`src/rtl/raw_unpack_pkg.sv`:
```
// Shared layout encoding and group geometry for the raw pixel unpacker.
// Assumes depth is held constant for the duration of a line.
package raw_unpack_pkg;

    typedef enum logic [2:0] {
        DEPTH_8  = 3'd0,
        DEPTH_10 = 3'd1,
        DEPTH_12 = 3'd2,
        DEPTH_16 = 3'd3
    } depth_e;

    // Map the raw select onto a supported layout; anything else acts as 8-bit.
    function automatic depth_e decode_depth(input logic [2:0] sel);
        case (sel)
            3'd1:    return DEPTH_10;
            3'd2:    return DEPTH_12;
            3'd3:    return DEPTH_16;
            default: return DEPTH_8;
        endcase
    endfunction

    // Input bytes per complete group.
    function automatic logic [2:0] group_bytes(input depth_e d);
        case (d)
            DEPTH_10: return 3'd5;
            DEPTH_12: return 3'd3;
            DEPTH_16: return 3'd2;
            default:  return 3'd1;
        endcase
    endfunction

    // Output bytes produced by one complete group.
    function automatic logic [3:0] chunk_bytes(input depth_e d);
        case (d)
            DEPTH_10: return 4'd8;
            DEPTH_12: return 4'd4;
            DEPTH_16: return 4'd2;
            default:  return 4'd1;
        endcase
    endfunction

endpackage

```
`src/rtl/px_gather.sv`:
```
// Collects payload bytes into layout groups and turns each completed group
// into a chunk of output bytes (pixels in their output containers).
// Assumes depth only changes between lines. A group cut short by a line end
// yields an empty chunk that still carries the line-end flag.
module px_gather
    import raw_unpack_pkg::*;
(
    input  logic        clk,
    input  logic        rst_n,
    input  logic [2:0]  depth,
    input  logic        in_valid,
    output logic        in_ready,
    input  logic [7:0]  in_data,
    input  logic        in_sol,
    input  logic        in_eol,
    output logic        chk_valid,
    input  logic        chk_ready,
    output logic [63:0] chk_data,
    output logic [3:0]  chk_n,
    output logic        chk_eol
);

    localparam int HELD = 4;

    depth_e      dsel;
    logic [2:0]  grp;
    logic [2:0]  idx;
    logic [2:0]  pos;
    logic        take;
    logic        last;
    logic [7:0]  held [HELD];
    logic [63:0] asm10, asm12, asm16, asm8, asm_sel;

    // Flow control: a byte may enter while the chunk slot is free or draining.
    assign in_ready = !chk_valid || chk_ready;

    // Decode group geometry and locate the incoming byte in its group.
    always_comb begin
        dsel = decode_depth(depth);
        grp  = group_bytes(dsel);
        take = in_valid && in_ready;
        pos  = in_sol ? 3'd0 : idx;
        last = (pos == grp - 3'd1);
    end

    // 10-bit: four pixels, low bit pairs taken from the trailing byte.
    genvar k;
    generate
        for (k = 0; k < 4; k++) begin : g_p10
            assign asm10[16*k +: 16] = {6'b0, held[k], in_data[2*k +: 2]};
        end
    endgenerate

    assign asm12 = {32'b0, 4'b0, held[1], in_data[7:4], 4'b0, held[0], in_data[3:0]};
    assign asm16 = {48'b0, in_data, held[0]};
    assign asm8  = {56'b0, in_data};

    // Select the assembled chunk for the active layout.
    always_comb begin
        case (dsel)
            DEPTH_10: asm_sel = asm10;
            DEPTH_12: asm_sel = asm12;
            DEPTH_16: asm_sel = asm16;
            default:  asm_sel = asm8;
        endcase
    end

    // Store group bytes and publish a chunk on group completion or line end.
    always_ff @(posedge clk) begin
        if (!rst_n) begin
            idx       <= '0;
            chk_valid <= 1'b0;
            chk_data  <= '0;
            chk_n     <= '0;
            chk_eol   <= 1'b0;
            for (int i = 0; i < HELD; i++) held[i] <= '0;
        end else begin
            if (chk_valid && chk_ready) chk_valid <= 1'b0;
            if (take) begin
                if (last) begin
                    chk_valid <= 1'b1;
                    chk_data  <= asm_sel;
                    chk_n     <= chunk_bytes(dsel);
                    chk_eol   <= in_eol;
                    idx       <= '0;
                end else if (in_eol) begin
                    chk_valid <= 1'b1;
                    chk_data  <= '0;
                    chk_n     <= '0;
                    chk_eol   <= 1'b1;
                    idx       <= '0;
                end else begin
                    held[pos[1:0]] <= in_data;
                    idx            <= pos + 3'd1;
                end
            end
        end
    end

    assert_idx_in_group_R10: assert property (@(posedge clk) disable iff (!rst_n)
        idx < grp);

    assert_chunk_hold_R9: assert property (@(posedge clk) disable iff (!rst_n)
        chk_valid && !chk_ready |=> chk_valid && $stable(chk_data) && $stable(chk_n));

endmodule

```
`src/rtl/px_pack.sv`:
```
// Appends chunks of output bytes into a word and emits the word when full or
// at line end, with a byte-enable mask for the lanes filled.
// Assumes chunk sizes divide OUT_BYTES and depth is constant within a line,
// so a chunk never straddles two words.
module px_pack #(
    parameter int OUT_BYTES = 8
) (
    input  logic                   clk,
    input  logic                   rst_n,
    input  logic                   chk_valid,
    output logic                   chk_ready,
    input  logic [63:0]            chk_data,
    input  logic [3:0]             chk_n,
    input  logic                   chk_eol,
    output logic                   out_valid,
    input  logic                   out_ready,
    output logic [OUT_BYTES*8-1:0] out_data,
    output logic [OUT_BYTES-1:0]   out_be,
    output logic                   out_eol
);

    localparam int OUT_W  = OUT_BYTES * 8;
    localparam int FILL_W = $clog2(OUT_BYTES + 1) + 1;

    logic [OUT_W-1:0]     acc;
    logic [FILL_W-1:0]    fill;
    logic [FILL_W-1:0]    new_fill;
    logic [OUT_W-1:0]     merged;
    logic [OUT_BYTES-1:0] nmask;
    logic                 load;

    // Accept a chunk while the output register is free or draining.
    assign chk_ready = !out_valid || out_ready;
    assign load      = chk_valid && chk_ready;

    // Place the chunk above the bytes already collected.
    always_comb begin
        new_fill = fill + FILL_W'(chk_n);
        merged   = acc | (OUT_W'(chk_data) << {fill, 3'b000});
    end

    genvar i;
    generate
        for (i = 0; i < OUT_BYTES; i++) begin : g_mask
            assign nmask[i] = (FILL_W'(i) < new_fill);
        end
    endgenerate

    // Accumulate chunks; hand a word to the output register when due.
    always_ff @(posedge clk) begin
        if (!rst_n) begin
            acc       <= '0;
            fill      <= '0;
            out_valid <= 1'b0;
            out_data  <= '0;
            out_be    <= '0;
            out_eol   <= 1'b0;
        end else begin
            if (out_valid && out_ready) out_valid <= 1'b0;
            if (load) begin
                if (new_fill == FILL_W'(OUT_BYTES) || chk_eol) begin
                    out_valid <= 1'b1;
                    out_data  <= merged;
                    out_be    <= nmask;
                    out_eol   <= chk_eol;
                    acc       <= '0;
                    fill      <= '0;
                end else begin
                    acc  <= merged;
                    fill <= new_fill;
                end
            end
        end
    end

    assert_no_overflow_R7: assert property (@(posedge clk) disable iff (!rst_n)
        load |-> (fill + FILL_W'(chk_n)) <= FILL_W'(OUT_BYTES));

    assert_full_word_R7: assert property (@(posedge clk) disable iff (!rst_n)
        out_valid && !out_eol |-> &out_be);

    assert_out_hold_R9: assert property (@(posedge clk) disable iff (!rst_n)
        out_valid && !out_ready |=> out_valid && $stable(out_data) && $stable(out_be)
                                    && $stable(out_eol));

endmodule

```
`src/rtl/raw_pixel_unpacker.sv`:
```
// Top of the raw pixel unpacker: byte stream in, packed pixel words out.
// Assumes depth is static across a line and OUT_BYTES is a multiple of 8.
module raw_pixel_unpacker
    import raw_unpack_pkg::*;
#(
    parameter int OUT_BYTES = 8
) (
    input  logic                   clk,
    input  logic                   rst_n,
    input  logic [2:0]             depth,
    input  logic                   in_valid,
    output logic                   in_ready,
    input  logic [7:0]             in_data,
    input  logic                   in_sol,
    input  logic                   in_eol,
    output logic                   out_valid,
    input  logic                   out_ready,
    output logic [OUT_BYTES*8-1:0] out_data,
    output logic [OUT_BYTES-1:0]   out_be,
    output logic                   out_eol
);

    localparam int OUT_W = OUT_BYTES * 8;

    logic        chk_valid, chk_ready, chk_eol;
    logic [63:0] chk_data;
    logic [3:0]  chk_n;

    px_gather u_gather (
        .clk       (clk),
        .rst_n     (rst_n),
        .depth     (depth),
        .in_valid  (in_valid),
        .in_ready  (in_ready),
        .in_data   (in_data),
        .in_sol    (in_sol),
        .in_eol    (in_eol),
        .chk_valid (chk_valid),
        .chk_ready (chk_ready),
        .chk_data  (chk_data),
        .chk_n     (chk_n),
        .chk_eol   (chk_eol)
    );

    px_pack #(.OUT_BYTES(OUT_BYTES)) u_pack (
        .clk       (clk),
        .rst_n     (rst_n),
        .chk_valid (chk_valid),
        .chk_ready (chk_ready),
        .chk_data  (chk_data),
        .chk_n     (chk_n),
        .chk_eol   (chk_eol),
        .out_valid (out_valid),
        .out_ready (out_ready),
        .out_data  (out_data),
        .out_be    (out_be),
        .out_eol   (out_eol)
    );

    localparam logic [OUT_W-1:0] HI10 = {(OUT_BYTES/2){16'hFC00}};
    localparam logic [OUT_W-1:0] HI12 = {(OUT_BYTES/2){16'hF000}};

    assert_zero_ext_R3: assert property (@(posedge clk) disable iff (!rst_n)
        out_valid && decode_depth(depth) == DEPTH_10 |-> (out_data & HI10) == '0);

    assert_zero_ext_R4: assert property (@(posedge clk) disable iff (!rst_n)
        out_valid && decode_depth(depth) == DEPTH_12 |-> (out_data & HI12) == '0);

endmodule

```
`config.mk`:
```
export PLATFORM = sky130hd
export DESIGN_NAME = raw_pixel_unpacker
export DESIGN_NICKNAME = d
export VERILOG_FILES = /design/src/rtl/raw_unpack_pkg.sv /design/src/rtl/px_gather.sv /design/src/rtl/px_pack.sv /design/src/rtl/raw_pixel_unpacker.sv
export SDC_FILE = /design/constraint.sdc
export NUM_CORES = 1
export LEC_CHECK = 0
export ABC_AREA = 1
export BUFFER_PORTS_ARGS = -buffer_cell sky130_fd_sc_hd__buf_2
export CAP_MARGIN = 5
export CORE_ASPECT_RATIO = 1.1
export CORE_MARGIN = 3
export CORE_UTILIZATION = 50
export DETAILED_ROUTE_END_ITERATION = 12
export GPL_TIMING_DRIVEN = 0
export PLACE_DENSITY_LB_ADDON = 0.12
export SYNTH_ARGS = -nofsm -noshare
export SYNTH_HDL_FRONTEND = slang
export SYNTH_SLANG_ARGS = --single-unit
```
`constraint.sdc`:
```
create_clock -name clk -period 3.3 [get_ports clk]
set_clock_uncertainty 0.05 [all_clocks]
set_input_delay 0.33 -clock clk [delete_from_list [all_inputs] [get_ports clk]]
set_output_delay 0.33 -clock clk [all_outputs]
set_load 0.1 [all_outputs]
```
==> qor.txt, run 1 <==
==========================================================================
Drt wl/cell .................................................      18.3 um
Cell accounting for the most synthesized area ............... sky130_fd_sc_hd__dfxtp_1
Clock power share ...........................................        40.3%
Pleak .......................................................      5.31 nW
Critical path required time .................................      3670 ps
Most area-consuming cells after synthesis ................... sky130_fd_sc_hd__dfxtp_1, sky130_fd_sc_hd__nand2_1, sky130_fd_sc_hd__nor2_1, sky130_fd_sc_hd__edfxtp_1, sky130_fd_sc_hd__nand3_1
Critical Path Sink Type .....................................     register
Sum of buffers and inverters on the critical path ...........            5
Max stage delay cell, worst path ............................ sky130_fd_sc_hd__fa_1
Top FF cell, synth .......................................... sky130_fd_sc_hd__dfxtp_1
Syn Nets ....................................................         1540
Detailed-route DRC error count ..............................            0
Die X .......................................................       146 um
ANT nets after route ........................................            0
Achievable Freq .............................................      320 MHz
Initial antenna violation count .............................            0
Proportion of power drawn by flip-flops and latches .........        42.0%
Number of synthesis warnings ................................            0
Via count ...................................................        10600
Cell internal pwr ...........................................      5.03 mW
Top cell by count, worst path ............................... sky130_fd_sc_hd__nand2_1
CTS clock-pin slew for the worst setup and hold paths .......        70 ps
Total length of routed wires ................................     35500 um
Final min period ............................................      3120 ps
Power per cell area .........................................  579 mW/mm^2
Largest delay share family, worst path ...................... simple AND/OR/NAND/NOR gates
Proportion of layout cells with a drive suffix above 1 ......        12.0%
Top-level port count ........................................           92
Critical Setup Path Class ................................... register to register
Core Box Area ...............................................  0.0209 mm^2
Sw Ratio ....................................................        30.3%
Max capacitance violation total .............................            0
Seq/Total Area, Yosys .......................................        46.0%
Number of slew-limit violations in the final report .........            0
DIE HEIGHT ..................................................       160 um
Part of the cycle the worst path needs ......................        94.6%
Slew at the pin closest to its max-slew limit ...............      1120 ps
Largest incremental delay on the critical path ..............       430 ps
Number of global-route vias before repair ...................         9943
TritonCTS buffer count ......................................           24
Relative area change from synthesis to final layout .........        15.7%
Via-per-instance ratio ......................................         5.45
CTS Hold Bufs ...............................................            0
Root Buffer ................................................. sky130_fd_sc_hd__clkbuf_16
Final weighted congestion in routability-driven placement ...         1.02
Power spent charging and discharging nets ...................      2.19 mW
Max VDD drop ................................................     0.531 mV
Gate power share ............................................        17.8%
Diode count .................................................            0
Count of input and output buffers ...........................           90
Sinks on the clock net ......................................          232
Count of flip-flops with a built-in enable after synthesis ..           32
Clock H-tree levels .........................................            1
Clock Latency Late Sink .....................................       530 ps
First-pass DRT Iterations ...................................            6
Final nets ..................................................         1657
DIE AREA ....................................................  0.0234 mm^2
Post-synthesis instance total ...............................         1517
Largest net degree at the start of global routing ...........           15
Starting density of the core ................................        51.6%
Clock tree from TritonCTS ...................................        built
RSZ-0062 raised after global routing ........................        false
# rows ......................................................           55
Maximum clock path buffer count .............................            3
Async set-or-reset flop fraction in the synthesized netlist .           0%
Data arrival time of the critical path ......................      3490 ps
Area share of the largest cell type after synthesis .........        37.1%
Status ...................................................... complete, no violations
Count of unique library cells instantiated by Yosys .........           40
Initial drt markers .........................................          834
Total grt overflow ..........................................            0
Hold Path Class ............................................. input pin to register
Worst hold margin ...........................................      55.0 ps
Most instantiated cells after synthesis ..................... sky130_fd_sc_hd__nand2_1, sky130_fd_sc_hd__nor2_1, sky130_fd_sc_hd__dfxtp_1, sky130_fd_sc_hd__nand3_1, sky130_fd_sc_hd__a21oi_1
Filler cell count in the final layout .......................         2095
Count of final setup violators ..............................            0
HPWL after detailed placement ...............................     27600 um
Average cell area after synthesis ...........................    7.12 um^2
Cell breakdown of the critical path ......................... inv_1 -> clkbuf_4 -> fa_1 -> inv_1 -> nand2_1 -> nand2_1 -> nand2_1 -> nor2_1 -> nand3_2 -> nand2_1 -> nand2_4 -> nand2_2 -> buf_4 -> buf_4 -> nor2_1
Count of final hold-check violations ........................            0
Post-synth design cell area .................................  0.0108 mm^2
Largest fanout on the critical path .........................           12
Total global routing track utilization ......................        29.6%
Worst-case headroom to the max-slew limit ...................        24.3%
Post-route core utilization .................................        59.7%
First-pass GRT wire length ..................................     55100 um
Startpoint kind of the worst setup timing path ..............     register
FF+latch count, synth .......................................          232
Most used standard cell by instance count after synthesis ... sky130_fd_sc_hd__nand2_1
==========================================================================
## path summary, 6_finish.rpt
| kind | start | end | slack, ps | depth (start not counted) |
|---|---|---|---|---|
| setup reg to reg | u_pack.fill[1]$_SDFFE_PN0P_ | u_pack.acc[2]$_SDFFE_PN0P_ | 180 | 15 |
| setup / recovery | u_pack.fill[1]$_SDFFE_PN0P_ | u_pack.acc[2]$_SDFFE_PN0P_ | 180 | 15 |
| hold reg to reg | u_pack.out_eol$_SDFFE_PN0P_ | u_pack.out_eol$_SDFFE_PN0P_ | 420 | 2 |
| hold / removal | out_ready | u_pack.out_valid$_SDFF_PN0_ | 60 | 4 |
## worst register-to-register path, delay by kind of cell, from the launching register on
family | cells | cell delay [ps]
flops | 1 | 410
buf+inv | 5 | 1000
simple gates | 9 | 1120
fa+ha+maj | 1 | 440
## state kept, by name, indices dropped and copies added, names as in the netlist
name                count
u_pack.acc             64
u_gather.chk_data      48
u_gather.chk_n          4
u_pack.fill             5
u_pack.out_eol          1
u_gather.chk_valid      1
u_gather.chk_eol        1
u_pack.out_valid        1
u_pack.out_data        64
u_pack.out_be           8
u_gather.held          32
u_gather.idx            3
## routing by layer
layer	vias up	wire (um)	global-route usage (%)
li1	5239	-	-
met4	0	1770	13.3
met3	87	1960	3.32
met1	4887	15200	38.6
met5	-	0	0
met2	349	16500	49.9
## kinds of logic after synthesis
group / after synthesis / share of synthesized area, %
AO/OA/AOI/OAI: 270 / 13.8
adder cells (fa/ha/maj): 6 / 0.765
buffers and inverters: 165 / 6.35
AND/OR/NAND/NOR: 839 / 32.6
flip-flops: 232 / 46.0
XOR/XNOR: 5 / 0.475
## layout by cell type (no fill, tap or decap), types with 2 or more instances in the layout
cell type                     n
sky130_fd_sc_hd__a21o_1       4
sky130_fd_sc_hd__and2_1       2
sky130_fd_sc_hd__nand2_1    314
sky130_fd_sc_hd__o21bai_1    25
sky130_fd_sc_hd__bufinv_16    3
sky130_fd_sc_hd__buf_1       10
sky130_fd_sc_hd__buf_2      128
sky130_fd_sc_hd__inv_2        2
sky130_fd_sc_hd__a31o_2       7
sky130_fd_sc_hd__nand2_2      3
sky130_fd_sc_hd__ha_1         5
sky130_fd_sc_hd__a22oi_1      4
sky130_fd_sc_hd__edfxtp_1    32
sky130_fd_sc_hd__clkinv_1     8
sky130_fd_sc_hd__nand2_4      2
sky130_fd_sc_hd__nand3_1    171
sky130_fd_sc_hd__nor2_1     287
sky130_fd_sc_hd__o211ai_1     4
sky130_fd_sc_hd__o21ai_0    103
sky130_fd_sc_hd__clkbuf_8     3
sky130_fd_sc_hd__nor2_2       6
sky130_fd_sc_hd__clkbuf_16   27
sky130_fd_sc_hd__clkbuf_1    48
sky130_fd_sc_hd__dfxtp_1    200
sky130_fd_sc_hd__nand4_1      4
sky130_fd_sc_hd__a31oi_1      2
sky130_fd_sc_hd__a21oi_1    111
sky130_fd_sc_hd__inv_1       60
sky130_fd_sc_hd__nand3_2      4
sky130_fd_sc_hd__o21ai_1      6
sky130_fd_sc_hd__xor2_1       3
sky130_fd_sc_hd__nor3_1      36
sky130_fd_sc_hd__buf_4        7
sky130_fd_sc_hd__nand3b_1     8
## power by group through the flow
| stage | combinational, mW | clock (mW) | sequential [mW] |
|---|---|---|---|
| global placement | 1.26 | 0 | 3.09 |
| CTS | 1.27 | 2.94 | 3.03 |
| floorplan | 0.631 | 0 | 3.37 |
| detailed placement | 1.26 | 0 | 3.09 |
| finish | 1.28 | 2.91 | 3.03 |
| global route | 1.38 | 3.08 | 3.04 |
## per-stage QoR
step / cell area [um^2] / worst slack (ps) / cells / total power, mW / TNS (ps)
final: 12500 / 177 / 1937 / 7.23 / 0
after global routing: 12500 / 20.1 / 1937 / 7.50 / 0
after CTS: 12500 / 29.1 / 1938 / 7.24 / 0
after detailed placement: 11600 / -182 / 1892 / 4.36 / -3560
after global placement: 11600 / -156 / 1892 / 4.35 / -2220
after floorplan: 10800 / 108 / 1517 / 4.00 / 0
## cell type report
type	instances	area (um^2)	share of cell area (%)
clock buffer	34	732	5.86
timing repair buffer	92	465	3.73
buffer	98	438	3.51
inverter	66	248	1.98
multi-input combinational	1120	5150	41.3
tap	285	357	2.86
clock inverter	10	126	1.01
sequential	232	4960	39.8
## timing repair
action                                  4_1_cts  5_1_grt
hold endpoints to repair                      0        0
endpoints found under the setup margin       76       97
buffers inserted                              2        0
resized for setup                             3        1
Note: power is estimated with default switching activity, not from simulation.
==> run 2, diff against run 1 <==
- BUFFER_PORTS_ARGS: -buffer_cell sky130_fd_sc_hd__buf_2 -> default
- DONT_BUFFER_PORTS: default -> 1
==> run 2 against run 1 <==
  * Largest cell class unchanged
  * Worst hold slack got worse by 46 ps
  * Clock power is 8.6% lower
  * Global-route usage grew 0.37 points
==> qor.txt, run 2 (synthesis results as in run 1) <==
========================================================================
Most frequent cells in the layout ......................... sky130_fd_sc_hd__nand2_1, sky130_fd_sc_hd__nor2_1, sky130_fd_sc_hd__dfxtp_1, sky130_fd_sc_hd__nand3_1, sky130_fd_sc_hd__a21oi_1
DIE AREA ..................................................  0.0234 mm^2
Diode count ...............................................            0
Maximum clock path buffer count ...........................            3
Number of slew-limit violations in the final report .......            0
Sinks on the clock net ....................................          232
Worst-case headroom to the max-slew limit .................        26.6%
Count of final setup violators ............................            0
Most common cell after layout, fill and taps aside ........ sky130_fd_sc_hd__nand2_1
RSZ-0062 raised after global routing ......................        false
CTS clock-pin slew for the worst setup and hold paths .....        70 ps
Count of input and output buffers .........................            0
Total length of routed wires ..............................     36000 um
Critical Path Sink Type ...................................     register
Largest fanout on the critical path .......................           10
Power per cell area .......................................  577 mW/mm^2
Total grt overflow ........................................            0
Core Box Area .............................................  0.0209 mm^2
Detailed-route DRC error count ............................            0
Largest net degree at the start of global routing .........           15
Pleak .....................................................      4.84 nW
Via count .................................................        10400
Post-route core utilization ...............................        57.6%
ANT nets after route ......................................            0
Data arrival time of the critical path ....................      3450 ps
Drt wl/cell ...............................................      19.4 um
Status .................................................... complete, no violations
Critical path required time ...............................      3650 ps
Starting density of the core ..............................        51.6%
Critical Setup Path Class ................................. register to register
Startpoint kind of the worst setup timing path ............     register
Relative area change from synthesis to final layout .......        11.6%
Total global routing track utilization ....................        30.0%
Number of global-route vias before repair .................         9869
Die X .....................................................       146 um
Clock tree from TritonCTS .................................        built
First-pass DRT Iterations .................................            5
Achievable Freq ...........................................      323 MHz
Proportion of layout cells with a drive suffix above 1 ....        7.27%
First-pass GRT wire length ................................     55500 um
Max capacitance violation total ...........................            0
Final min period ..........................................      3090 ps
HPWL after detailed placement .............................     27700 um
Final weighted congestion in routability-driven placement .        0.973
Initial drt markers .......................................          796
Clock H-tree levels .......................................            1
Final nets ................................................         1574
Max VDD drop ..............................................     0.407 mV
Total power consumption of the routed design ..............      6.95 mW
Initial antenna violation count ...........................            1
Total Neg Setup Slack .....................................         0 ps
Largest registers ......................................... u_pack.acc (64), u_pack.out_data (64), u_gather.chk_data (48)
Part of the cycle the worst path needs ....................        93.8%
# rows ....................................................           55
Top-level port count ......................................           92
Hold Path Class ........................................... input pin to register
DIE HEIGHT ................................................       160 um
Slew at the pin closest to its max-slew limit .............      1090 ps
TritonCTS buffer count ....................................           24
Count of final hold-check violations ......................            0
Via-per-instance ratio ....................................         5.60
Clock Latency Late Sink ...................................       520 ps
Root Buffer ............................................... sky130_fd_sc_hd__clkbuf_16
========================================================================
==> run 2: cell count changes in the layout (fill, tap and decap cells not counted), moves of 2 or more <==
cell,before,now
sky130_fd_sc_hd__buf_2,128,37
sky130_fd_sc_hd__dlygate4sd3_1,0,5
sky130_fd_sc_hd__bufinv_16,3,0
sky130_fd_sc_hd__clkinv_2,1,4
sky130_fd_sc_hd__buf_4,7,9
sky130_fd_sc_hd__clkbuf_8,3,5
==> run 2: final timing paths <==
check                                                  from                          end  slack, ps  depth (start not counted)
worst max-delay path            u_pack.fill[1]$_SDFFE_PN0P_   u_pack.acc[4]$_SDFFE_PN0P_        210                         15
worst min-delay path                              out_ready  u_pack.out_valid$_SDFF_PN0_          9                          3
worst max register to register  u_pack.fill[1]$_SDFFE_PN0P_   u_pack.acc[4]$_SDFFE_PN0P_        210                         15
worst min register to register  u_pack.acc[48]$_SDFFE_PN0P_  u_pack.acc[48]$_SDFFE_PN0P_        420                          2
==> run 2: repair_timing <==
item	CTS	global route
resized for setup	7	3
hold buffers	5	0
buffers inserted	0	4
hold endpoints to repair	9	0
setup endpoints to repair	208	216
pin swaps	1	1
gates cloned	0	0
==> run 2: power breakdown <==
part	switching [mW]	internal, mW
combinational	0.679	0.268
clock	1.12	1.54
sequential	0.372	2.97
total	2.17	4.77
==> run 2: layout make-up <==
| cell class | count | area (um^2) |
|---|---|---|
| clock inverters | 8 | 38.8 |
| multi-input cells | 1120 | 5160 |
| inverters | 66 | 251 |
| plain buffers | 98 | 442 |
| repair buffers | 9 | 92.6 |
| clock buffers | 36 | 738 |
| well taps | 285 | 357 |
| fillers | 2081 | 8870 |
| flip-flops and latches | 232 | 4970 |
==> run 2: per-layer routing <==
layer	routed length (um)	track usage (%)	share of wire, %	vias to the layer above
li1	-	-	-	5080
met3	2440	4.46	6.8	102
met2	16500	49.8	46	419
met1	14900	38.2	41	4775
met5	0	0	0	-
met4	2100	15.1	5.8	0
==> run 2: critical path, cell delays in order, from the launching register on <==
cell                         delay, ps
sky130_fd_sc_hd__dfxtp_1           460
sky130_fd_sc_hd__clkinvlp_4        220
sky130_fd_sc_hd__clkbuf_4          260
sky130_fd_sc_hd__fa_1              430
sky130_fd_sc_hd__inv_1              90
sky130_fd_sc_hd__nand2_1            70
sky130_fd_sc_hd__nand2_1           160
sky130_fd_sc_hd__nand2_1            90
sky130_fd_sc_hd__nor2_1            120
sky130_fd_sc_hd__nand3_2           120
sky130_fd_sc_hd__nand2_1           160
sky130_fd_sc_hd__nand2_4           150
sky130_fd_sc_hd__nand2_2           120
sky130_fd_sc_hd__buf_4             210
sky130_fd_sc_hd__buf_4             200
sky130_fd_sc_hd__nor2_1             60
==> run 2: metrics by stage <==
step                setup WS [ps]  hold slack [ps]  std cells  instance area [um^2]
floorplan                     108              387       1517                 10800
global placement             -333              398       1802                 11200
detailed placement           -349              409       1802                 11200
global route                 22.1             29.6       1854                 12000
finish                        205             9.47       1854                 12000
CTS                          58.7             1.83       1851                 12000
==> run 3, diff against run 2 <==
- CTS_CLUSTER_SIZE: default -> 30
- clock period: 3.3 -> 2.8 ns (I/O delays scaled with it)
==> run 3 against run 2 <==
  * First-iteration DRC count fell by 11%
  * Global-route usage down 0.23 points
  * Sequential power increased by 18%
  * Critical path type unchanged
  * Critical path depth decreased by 1
  * Combinational power grew 18%
==> qor.txt, run 3 (synthesis results as in run 1) <==
========================================================================
Number of slew-limit violations in the final report .......            0
Count of input and output buffers .........................            0
Via-per-instance ratio ....................................         5.56
Detailed-route DRC error count ............................            0
Most frequent cells in the layout ......................... sky130_fd_sc_hd__nand2_1, sky130_fd_sc_hd__nor2_1, sky130_fd_sc_hd__dfxtp_1, sky130_fd_sc_hd__nand3_1, sky130_fd_sc_hd__a21oi_1
HPWL after detailed placement .............................     27500 um
Top cell by count, worst path ............................. sky130_fd_sc_hd__nand2_1
Critical path required time ...............................      3160 ps
Drt wl/cell ...............................................      19.1 um
Final instance count without filler cells .................         1854
Total Neg Setup Slack .....................................         0 ps
Slew at the pin closest to its max-slew limit .............       991 ps
Worst-case headroom to the max-slew limit .................        33.9%
Diode count ...............................................            0
Count of final setup violators ............................            0
Clock H-tree levels .......................................            1
Max stage delay cell, worst path .......................... sky130_fd_sc_hd__fa_1
Starting density of the core ..............................        51.6%
Proportion of layout cells with a drive suffix above 1 ....        7.58%
Number of global-route vias before repair .................         9889
Largest fanout on the critical path .......................           12
Most common cell after layout, fill and taps aside ........ sky130_fd_sc_hd__nand2_1
RSZ-0062 raised after global routing ......................        false
Maximum clock path buffer count ...........................            3
Worst hold margin .........................................      20.1 ps
Sum of buffers and inverters on the critical path .........            4
Root Buffer ............................................... sky130_fd_sc_hd__clkbuf_16
First-pass DRT Iterations .................................            6
Final min period ..........................................      2690 ps
Total grt overflow ........................................            0
Largest net degree at the start of global routing .........           15
Die X .....................................................       146 um
Total length of routed wires ..............................     35400 um
Top-level port count ......................................           92
Area used by sequential logic in the layout ............... 0.00497 mm^2
CTS clock-pin slew for the worst setup and hold paths .....        60 ps
Count of final hold-check violations ......................            0
Critical Setup Path Class ................................. register to register
Cell breakdown of the critical path ....................... inv_4 -> clkbuf_8 -> fa_1 -> inv_1 -> nand2_1 -> nand2_2 -> nand2_1 -> nor2_1 -> nand3_2 -> a21oi_4 -> buf_2 -> nand2_1 -> nand2_1 -> nor2_1
TritonCTS buffer count ....................................           25
DIE HEIGHT ................................................       160 um
Relative area change from synthesis to final layout .......        12.6%
DIE AREA ..................................................  0.0234 mm^2
Largest incremental delay on the critical path ............       420 ps
Part of the cycle the worst path needs ....................        96.1%
Hold Path Class ........................................... input pin to register
Final weighted congestion in routability-driven placement .         1.00
Achievable Freq ...........................................      372 MHz
Total power consumption of the routed design ..............      8.31 mW
Sinks on the clock net ....................................          232
Pleak .....................................................      4.86 nW
Setup slack of the critical path after layout .............       110 ps
Total instance count after detailed placement .............         1802
Power per cell area .......................................  684 mW/mm^2
First-pass GRT wire length ................................     55500 um
Minimum setup slack after placement .......................      -611 ps
Startpoint kind of the worst setup timing path ............     register
Largest delay share family, worst path .................... simple AND/OR/NAND/NOR gates
Max VDD drop ..............................................     0.494 mV
Via count .................................................        10300
Max capacitance violation total ...........................            0
Data arrival time of the critical path ....................      3050 ps
ANT nets after route ......................................            0
Clock tree from TritonCTS .................................        built
Final nets ................................................         1575
Filler cell count in the final layout .....................         2148
Area of the multi-input gates ............................. 0.00520 mm^2
Initial antenna violation count ...........................            0
Initial drt markers .......................................          707
# rows ....................................................           55
Core Box Area .............................................  0.0209 mm^2
Clock Latency Late Sink ...................................       520 ps
Critical Path Sink Type ...................................     register
Total global routing track utilization ....................        29.8%
Status .................................................... complete, no violations
Largest registers ......................................... u_pack.acc (64), u_pack.out_data (64), u_gather.chk_data (48)
========================================================================
[run 3: cell count changes in the layout (fill, tap and decap cells not counted), moves of 2 or more]
| cell | change |
|---|---|
| sky130_fd_sc_hd__o21ai_0 | -3 |
| sky130_fd_sc_hd__o21ai_1 | +2 |
| sky130_fd_sc_hd__buf_4 | -3 |
| sky130_fd_sc_hd__buf_6 | +3 |
| sky130_fd_sc_hd__clkbuf_4 | +8 |
| sky130_fd_sc_hd__nand2_1 | -2 |
| sky130_fd_sc_hd__clkinv_2 | -2 |
| sky130_fd_sc_hd__clkinv_1 | -3 |
| sky130_fd_sc_hd__inv_6 | +2 |
| sky130_fd_sc_hd__buf_2 | -8 |
[run 3: final cells by class]
class | instances | area share [%]
buffer | 98 | 3.95
clock buffer | 38 | 6.15
clock inverter | 6 | 0.535
inverter | 66 | 2.06
multi-input combinational | 1120 | 42.8
sequential | 232 | 40.9
tap | 285 | 2.93
timing repair buffer | 9 | 0.710
[run 3: worst paths after layout]
check / from / endpoint / slack (ps) / cells past startpoint
max: u_pack.fill[1]$_SDFFE_PN0P_ / u_pack.out_data[36]$_SDFFE_PN0P_ / 110 / 14
min: in_data[6] / u_gather.held[3][6]$_DFFE_PP_ / 20 / 2
max reg2reg: u_pack.fill[1]$_SDFFE_PN0P_ / u_pack.out_data[36]$_SDFFE_PN0P_ / 110 / 14
min reg2reg: u_pack.acc[49]$_SDFFE_PN0P_ / u_pack.acc[49]$_SDFFE_PN0P_ / 420 / 2
[run 3: repair_timing]
action	in CTS	in global routing
pin swaps	2	1
hold buffers	6	0
setup buffers	3	0
setup endpoints to repair	254	147
gates resized for setup	12	28
hold endpoints to repair	13	0
[run 3: layer usage]
layer	global-route usage, %	wire [um]
met5	0	0
met4	13.3	1840
met3	3.97	2200
met2	51.2	16700
met1	37.5	14600
[run 3: stage by stage]
stage | cell area (um^2) | util [%]
2_1_floorplan | 10800 | -
3_3_place_gp | 11200 | 53.4
3_5_place_dp | 11200 | 53.4
4_1_cts | 12100 | 57.8
5_1_grt | 12200 | 58.1
6_report | 12200 | 58.1
[run 3: where the power goes]
part / total (mW) / switching [mW] / internal (mW)
combinational: 1.12 / 0.799 / 0.322
sequential: 3.93 / 0.437 / 3.50
clock: 3.26 / 1.33 / 1.93
total: 8.31 / 2.57 / 5.75
